$ cat src/rtl/chain_cmd_pkg.sv
package chain_cmd_pkg;

    localparam int CMD_W    = 16;
    localparam int DATA_W   = 8;
    localparam int REG_AW   = 4;
    localparam int REG_N    = 1 << REG_AW;
    localparam logic [REG_AW-1:0] REG_SELF_ADDR = 4'h0;
    localparam logic [REG_AW-1:0] REG_POINTER   = 4'h8;

    typedef enum logic [1:0] {
        ST_IDLE  = 2'd0,
        ST_WRITE = 2'd1,
        ST_READ  = 2'd2
    } dec_state_t;

    typedef struct packed {
        logic              is_read;
        logic              step;
        logic              to_all;
        logic              rsvd;
        logic [REG_AW-1:0] reg_a;
        logic [DATA_W-1:0] data;
    } cmd_t;

endpackage

$ cat src/rtl/cmd_fsm.sv
module cmd_fsm
    import chain_cmd_pkg::*;
(
    input  logic       clk,
    input  logic       rst_n,
    input  logic       cmd_valid,
    input  cmd_t       cmd_in,
    output dec_state_t state_q,
    output cmd_t       cmd_q
);

    dec_state_t state_d;

    always_comb begin
        state_d = state_q;
        unique case (state_q)
            ST_IDLE:  if (cmd_valid) state_d = cmd_in.is_read ? ST_READ : ST_WRITE;
            ST_WRITE: state_d = ST_IDLE;
            ST_READ:  state_d = ST_IDLE;
            default:  state_d = ST_IDLE;
        endcase
    end

    always_ff @(posedge clk or negedge rst_n) begin
        if (!rst_n) begin
            state_q <= ST_IDLE;
            cmd_q   <= '0;
        end else begin
            state_q <= state_d;
            if (state_q == ST_IDLE && cmd_valid)
                cmd_q <= cmd_in;
        end
    end

endmodule

$ cat src/rtl/target_select.sv
module target_select
    import chain_cmd_pkg::*;
#(
    parameter int ADDR_W = 8
) (
    input  dec_state_t        state_q,
    input  cmd_t              cmd_q,
    input  logic [ADDR_W-1:0] ptr_q,
    input  logic [ADDR_W-1:0] own_addr,
    output logic              wr_hit,
    output logic              rd_hit,
    output logic              step_req,
    output logic              ptr_load
);

    logic lower_half;
    logic ptr_match;
    logic is_master;
    logic unused_fields;

    assign lower_half    = ~cmd_q.reg_a[REG_AW-1];
    assign ptr_match     = (ptr_q == own_addr);
    assign is_master     = (own_addr == '0);
    assign unused_fields = ^{cmd_q.rsvd, cmd_q.data, cmd_q.is_read};

    always_comb begin
        wr_hit   = 1'b0;
        rd_hit   = 1'b0;
        step_req = 1'b0;
        ptr_load = 1'b0;
        unique case (state_q)
            ST_IDLE: ;
            ST_WRITE: begin
                if (lower_half) begin
                    wr_hit   = (cmd_q.to_all || ptr_match) && (cmd_q.reg_a != REG_SELF_ADDR);
                    step_req = cmd_q.step;
                end else if (cmd_q.reg_a == REG_POINTER) begin
                    ptr_load = 1'b1;
                end else begin
                    wr_hit = 1'b1;
                end
            end
            ST_READ: begin
                if (lower_half) begin
                    rd_hit   = ptr_match;
                    step_req = cmd_q.step;
                end else begin
                    rd_hit = is_master;
                end
            end
            default: ;
        endcase
    end

endmodule

$ cat src/rtl/index_pointer.sv
module index_pointer #(
    parameter int ADDR_W = 8
) (
    input  logic              clk,
    input  logic              rst_n,
    input  logic              load,
    input  logic [ADDR_W-1:0] load_val,
    input  logic              step,
    output logic [ADDR_W-1:0] ptr_q
);

    always_ff @(posedge clk or negedge rst_n) begin
        if (!rst_n)
            ptr_q <= '0;
        else if (load)
            ptr_q <= load_val;
        else if (step)
            ptr_q <= ptr_q + 1'b1;
    end

endmodule

$ cat src/rtl/chain_cmd_decoder.sv
module chain_cmd_decoder
    import chain_cmd_pkg::*;
#(
    parameter int ADDR_W = 8
) (
    input  logic              clk,
    input  logic              rst_n,
    input  logic              cmd_valid,
    input  logic [CMD_W-1:0]  cmd_word,
    input  logic [ADDR_W-1:0] own_addr,
    input  logic [DATA_W-1:0] rf_rdata,
    output logic [REG_N-1:0]  wr_strobe,
    output logic [DATA_W-1:0] wr_data,
    output logic              rd_en,
    output logic [DATA_W-1:0] rd_data
);

    dec_state_t        state_q;
    cmd_t              cmd_q;
    logic [ADDR_W-1:0] ptr_q;
    logic              wr_hit;
    logic              rd_hit;
    logic              step_req;
    logic              ptr_load;

    cmd_fsm u_fsm (
        .clk       (clk),
        .rst_n     (rst_n),
        .cmd_valid (cmd_valid),
        .cmd_in    (cmd_t'(cmd_word)),
        .state_q   (state_q),
        .cmd_q     (cmd_q)
    );

    target_select #(.ADDR_W(ADDR_W)) u_sel (
        .state_q  (state_q),
        .cmd_q    (cmd_q),
        .ptr_q    (ptr_q),
        .own_addr (own_addr),
        .wr_hit   (wr_hit),
        .rd_hit   (rd_hit),
        .step_req (step_req),
        .ptr_load (ptr_load)
    );

    index_pointer #(.ADDR_W(ADDR_W)) u_ptr (
        .clk      (clk),
        .rst_n    (rst_n),
        .load     (ptr_load),
        .load_val (ADDR_W'(cmd_q.data)),
        .step     (step_req),
        .ptr_q    (ptr_q)
    );

    always_comb begin
        wr_strobe = '0;
        if (wr_hit)
            wr_strobe[cmd_q.reg_a] = 1'b1;
        wr_data = cmd_q.data;
        rd_en   = rd_hit;
        rd_data = '0;
        if (rd_hit) begin
            if (cmd_q.reg_a == REG_SELF_ADDR)
                rd_data = DATA_W'(own_addr);
            else if (cmd_q.reg_a == REG_POINTER)
                rd_data = DATA_W'(ptr_q);
            else
                rd_data = rf_rdata;
        end
    end

endmodule

$ cat config.mk
export PLATFORM = sky130hd
export DESIGN_NAME = chain_cmd_decoder
export DESIGN_NICKNAME = d
export VERILOG_FILES = /design/src/rtl/chain_cmd_pkg.sv /design/src/rtl/cmd_fsm.sv /design/src/rtl/target_select.sv /design/src/rtl/index_pointer.sv /design/src/rtl/chain_cmd_decoder.sv
export SDC_FILE = /design/constraint.sdc
export NUM_CORES = 1
export LEC_CHECK = 0
export BUFFER_PORTS_ARGS = -buffer_cell sky130_fd_sc_hd__buf_4
export CAP_MARGIN = 25
export CORE_AREA = 4 4 60 84
export DETAILED_ROUTE_END_ITERATION = 8
export DIE_AREA = 0 0 64 88
export GPL_TIMING_DRIVEN = 0
export PLACE_DENSITY_LB_ADDON = 0.05
export SYNTH_ARGS = -nofsm -noshare
export SYNTH_HDL_FRONTEND = slang
export SYNTH_SLANG_ARGS = --single-unit
export TNS_END_PERCENT = 10
$ cat constraint.sdc
create_clock -name clk -period 3.19 [get_ports clk]
set_clock_uncertainty 0.05 [all_clocks]
set_input_delay 0.957 -clock clk [delete_from_list [all_inputs] [get_ports clk]]
set_output_delay 0.957 -clock clk [all_outputs]
set_load 0.1 [all_outputs]
==> impl_metrics.py <==
metrics = {
    "drt": {
        "dr.pass1.iters": 4,
        "wl_um": 4665,
        "initialDrtViolationCount": 57,
        "vias": 1496,
        "drc": 0,
        "ant_nets": 0,
        "wire_per_inst_um": 15.55,
        "viasPerCell": 4.987,
    },
    "grt": {
        "antenna_found_initial": 0,
        "overflow": 0,
        "grt_pass1_vias": 1592,
        "grt_use_total_pct": 17.19,
        "grt_pass1_wl_um": 7583,
        "grt_max_degree": 25,
    },
    "floorplan": {
        "fp.coreArea_um2": 4239,
        "die_width_um": 64,
        "pin_count": 68,
        "initial_core_util_pct": 39.64,
        "core.rowCount": 28,
        "die_h_um": 88,
        "design.die.area_um2": 5632,
    },
    "timing": {
        "drv_slew": 0,
        "fin_crit_ns": 3.529,
        "max_slew_margin_pct": 39.11,
        "setup_viol": 16,
        "tightest_slew_ns": 0.9134,
        "hold_viol": 0,
        "fmax_mhz": 283.4,
        "rsz0062_at_grt": "yes",
        "timing.final.ws_setup_ns": -0.3390,
        "finalCritPeriodShare_pct": 110.6,
    },
    "clock_network": {
        "htree_levels": 1,
        "cts.path.max_buffers": 2,
        "cts.hold.buffers_added": 0,
        "clk_root_buffer_cell": "clkbuf_8",
        "clk_pin_slew_ns": 0.08,
        "insertion_delay_ns": 0.26,
        "cts_tree": "done",
        "numCtsBuffers": 3,
        "cts_sinks": 24,
    },
    "synth": {
        "synth_area_leaders": "dfrtp_1 36%, mux2_2 9.4%, a2111oi_2 7.1%",
        "yosysTopAreaCell": "dfrtp_1",
        "synth_top_area_share_pct": 35.74,
        "ys_seq_area_share_pct": 35.74,
        "syn_avg_cell_area_um2": 10.00,
        "synthesis.area_um2": 1680,
        "yosysWarnings": 0,
        "synth_cell_type_count": 36,
        "syn_inst": 168,
        "ys_ff_latch": 24,
    },
    "critical_path": {
        "cp_data_required_time_ns": 2.18,
        "criticalPathCategory": "primary input to primary output",
        "cp-end-kind": "primary output",
        "reg2reg_from": "u_fsm.state_q[1]",
        "cp.arrival_ns": 2.52,
        "crit_fanout": 5,
        "startpoint": "own_addr[7]",
        "cp-start-kind": "primary input",
    },
    "power_and_ir_drop": {
        "total_power_mw": 2.155,
        "max-vdd-ir-drop_v": 0.0005657,
        "p_leak_nw": 1.122,
        "power.density_nw_per_um2": 799.2,
    },
    "place": {
        "hpwlAfterDp_um": 3586,
        "dpl_cell_area_um2": 2467,
        "finalWeightedCongestion": 0.7719,
        "io_buffers": 64,
    },
    "min_path": {
        "hp-start": "u_fsm.cmd_q[13]",
        "min_path_type": "register to register",
    },
    "final_layout": {
        "area_growth_pct": 60.46,
        "final_cell_area_um2": 2696,
        "num_antenna_cells": 0,
        "layout-drive-gt1-share_pct": 52.50,
        "layout.nets": 280,
    },
    "run": {
        "drv_cap": 0,
    },
    "status": {
        "status": "finished, violations left",
        "violations": "setup timing",
    },
}
critical path, stage by stage:
cell and delay (ns):
buf_6 0.10, or4_4 0.54, o21ai_4 0.24, nand2_4 0.15, a2111oi_4 0.25, buf_6 0.28
metal layers:
layer  vias up  GRT usage [%]  wire length (um)
met3         2          1.540               172
met5         -              0                 0
met2        43          35.65              2745
met1       721          17.85              1720
met4         0          4.715                27
li1        730              -                 -
power breakdown:
part | internal [mW] | leakage [nW] | switching, mW
registers | 0.426 | 0.285 | 0.145
clock network | 0.110 | 0.0288 | 0.0939
logic | 0.462 | 0.808 | 0.919
total | 0.998 | 1.12 | 1.16
through the flow:
step | utilization [%] | hold WS, ns | setup slack [ns] | setup TNS (ns) | std cells
after floorplan | - | 0.4303 | -0.8575 | -14.75 | 169
after global placement | 58.03 | 0.4430 | -0.5930 | -7.690 | 293
after detailed placement | 58.21 | 0.4439 | -0.5050 | -6.937 | 294
after CTS | 63.08 | 0.4885 | -0.3465 | -4.444 | 300
after global routing | 63.61 | 0.5041 | -0.4173 | -5.965 | 300
final | 63.61 | 0.4859 | -0.3390 | -4.333 | 300
registers in the layout (all words and copies together) (netlist names):
name / cells
u_fsm.state_q: 2
u_ptr.ptr_q: 8
u_fsm.cmd_q: 14
kinds of logic (layout without fill, tap and decap cells):
logic type,count (synthesis),count (layout),share of synthesized area (%)
and+or+nand+nor,60,61,20.03
muxes,24,24,15.34
DFF,24,24,35.74
AOI/OAI and AO/OA,20,20,10.95
buffers and inverters,20,90,6.924
xor gates and xnor gates,15,15,7.818
adders and majority gates,4,4,2.979
other,1,2,0.2232
final timing paths:
kind	to	slack, ns	cells after the start
setup / recovery	rd_data[6]	-0.34	6
min in group asynchronous	u_fsm.cmd_q[5]	0.52	1
hold / removal	u_fsm.cmd_q[13]	0.49	1
max in group asynchronous	u_fsm.cmd_q[11]	2.33	1
setup reg to reg	u_ptr.ptr_q[6]	1.21	7
hold reg to reg	u_fsm.cmd_q[13]	0.49	1
synth_stat cells (all sizes together):
master,instances
conb,1
dfrtp,24
nand3b,3
nand2,8
nand4,2
xnor2,4
nor4b,3
nor2b,2
o21ai,2
a21oi,10
or4,2
mux2,14
nand4b,1
xor2,11
nor4bb,1
a2111oi,8
nand2b,2
nor3b,1
nor4,6
nor2,23
inv,2
nor3,3
clkbuf,4
mux2i,10
nand3,1
and2,1
and3b,1
buf,14
ha,4
cell type report:
cell class	instances	area [um^2]
plain buffers	18	108.9
repair buffers	66	583.1
inverters	2	7.507
well taps	60	75.07
fillers	363	1543
multi-input cells	126	1266
clock buffers	4	55.05
flip-flops and latches	24	600.6
placed cells by master (no fill, tap or decap), types with 5 or more instances in the layout:
cell	instances
buf_4	55
mux2i_1	10
nand2_1	7
mux2_2	14
a2111oi_4	8
dfrtp_1	24
a21oi_1	8
xor2_1	8
buf_6	20
nor4_4	5
nor2_1	22
what timing repair did:
item / 4_1_cts / 5_1_grt
setup buffers: 1 / 0
gates cloned: 1 / 0
setup endpoints to repair: 16 / 23
pin swaps: 12 / 0
resized for setup: 30 / 4
Power figures use the tool's default switching activity.
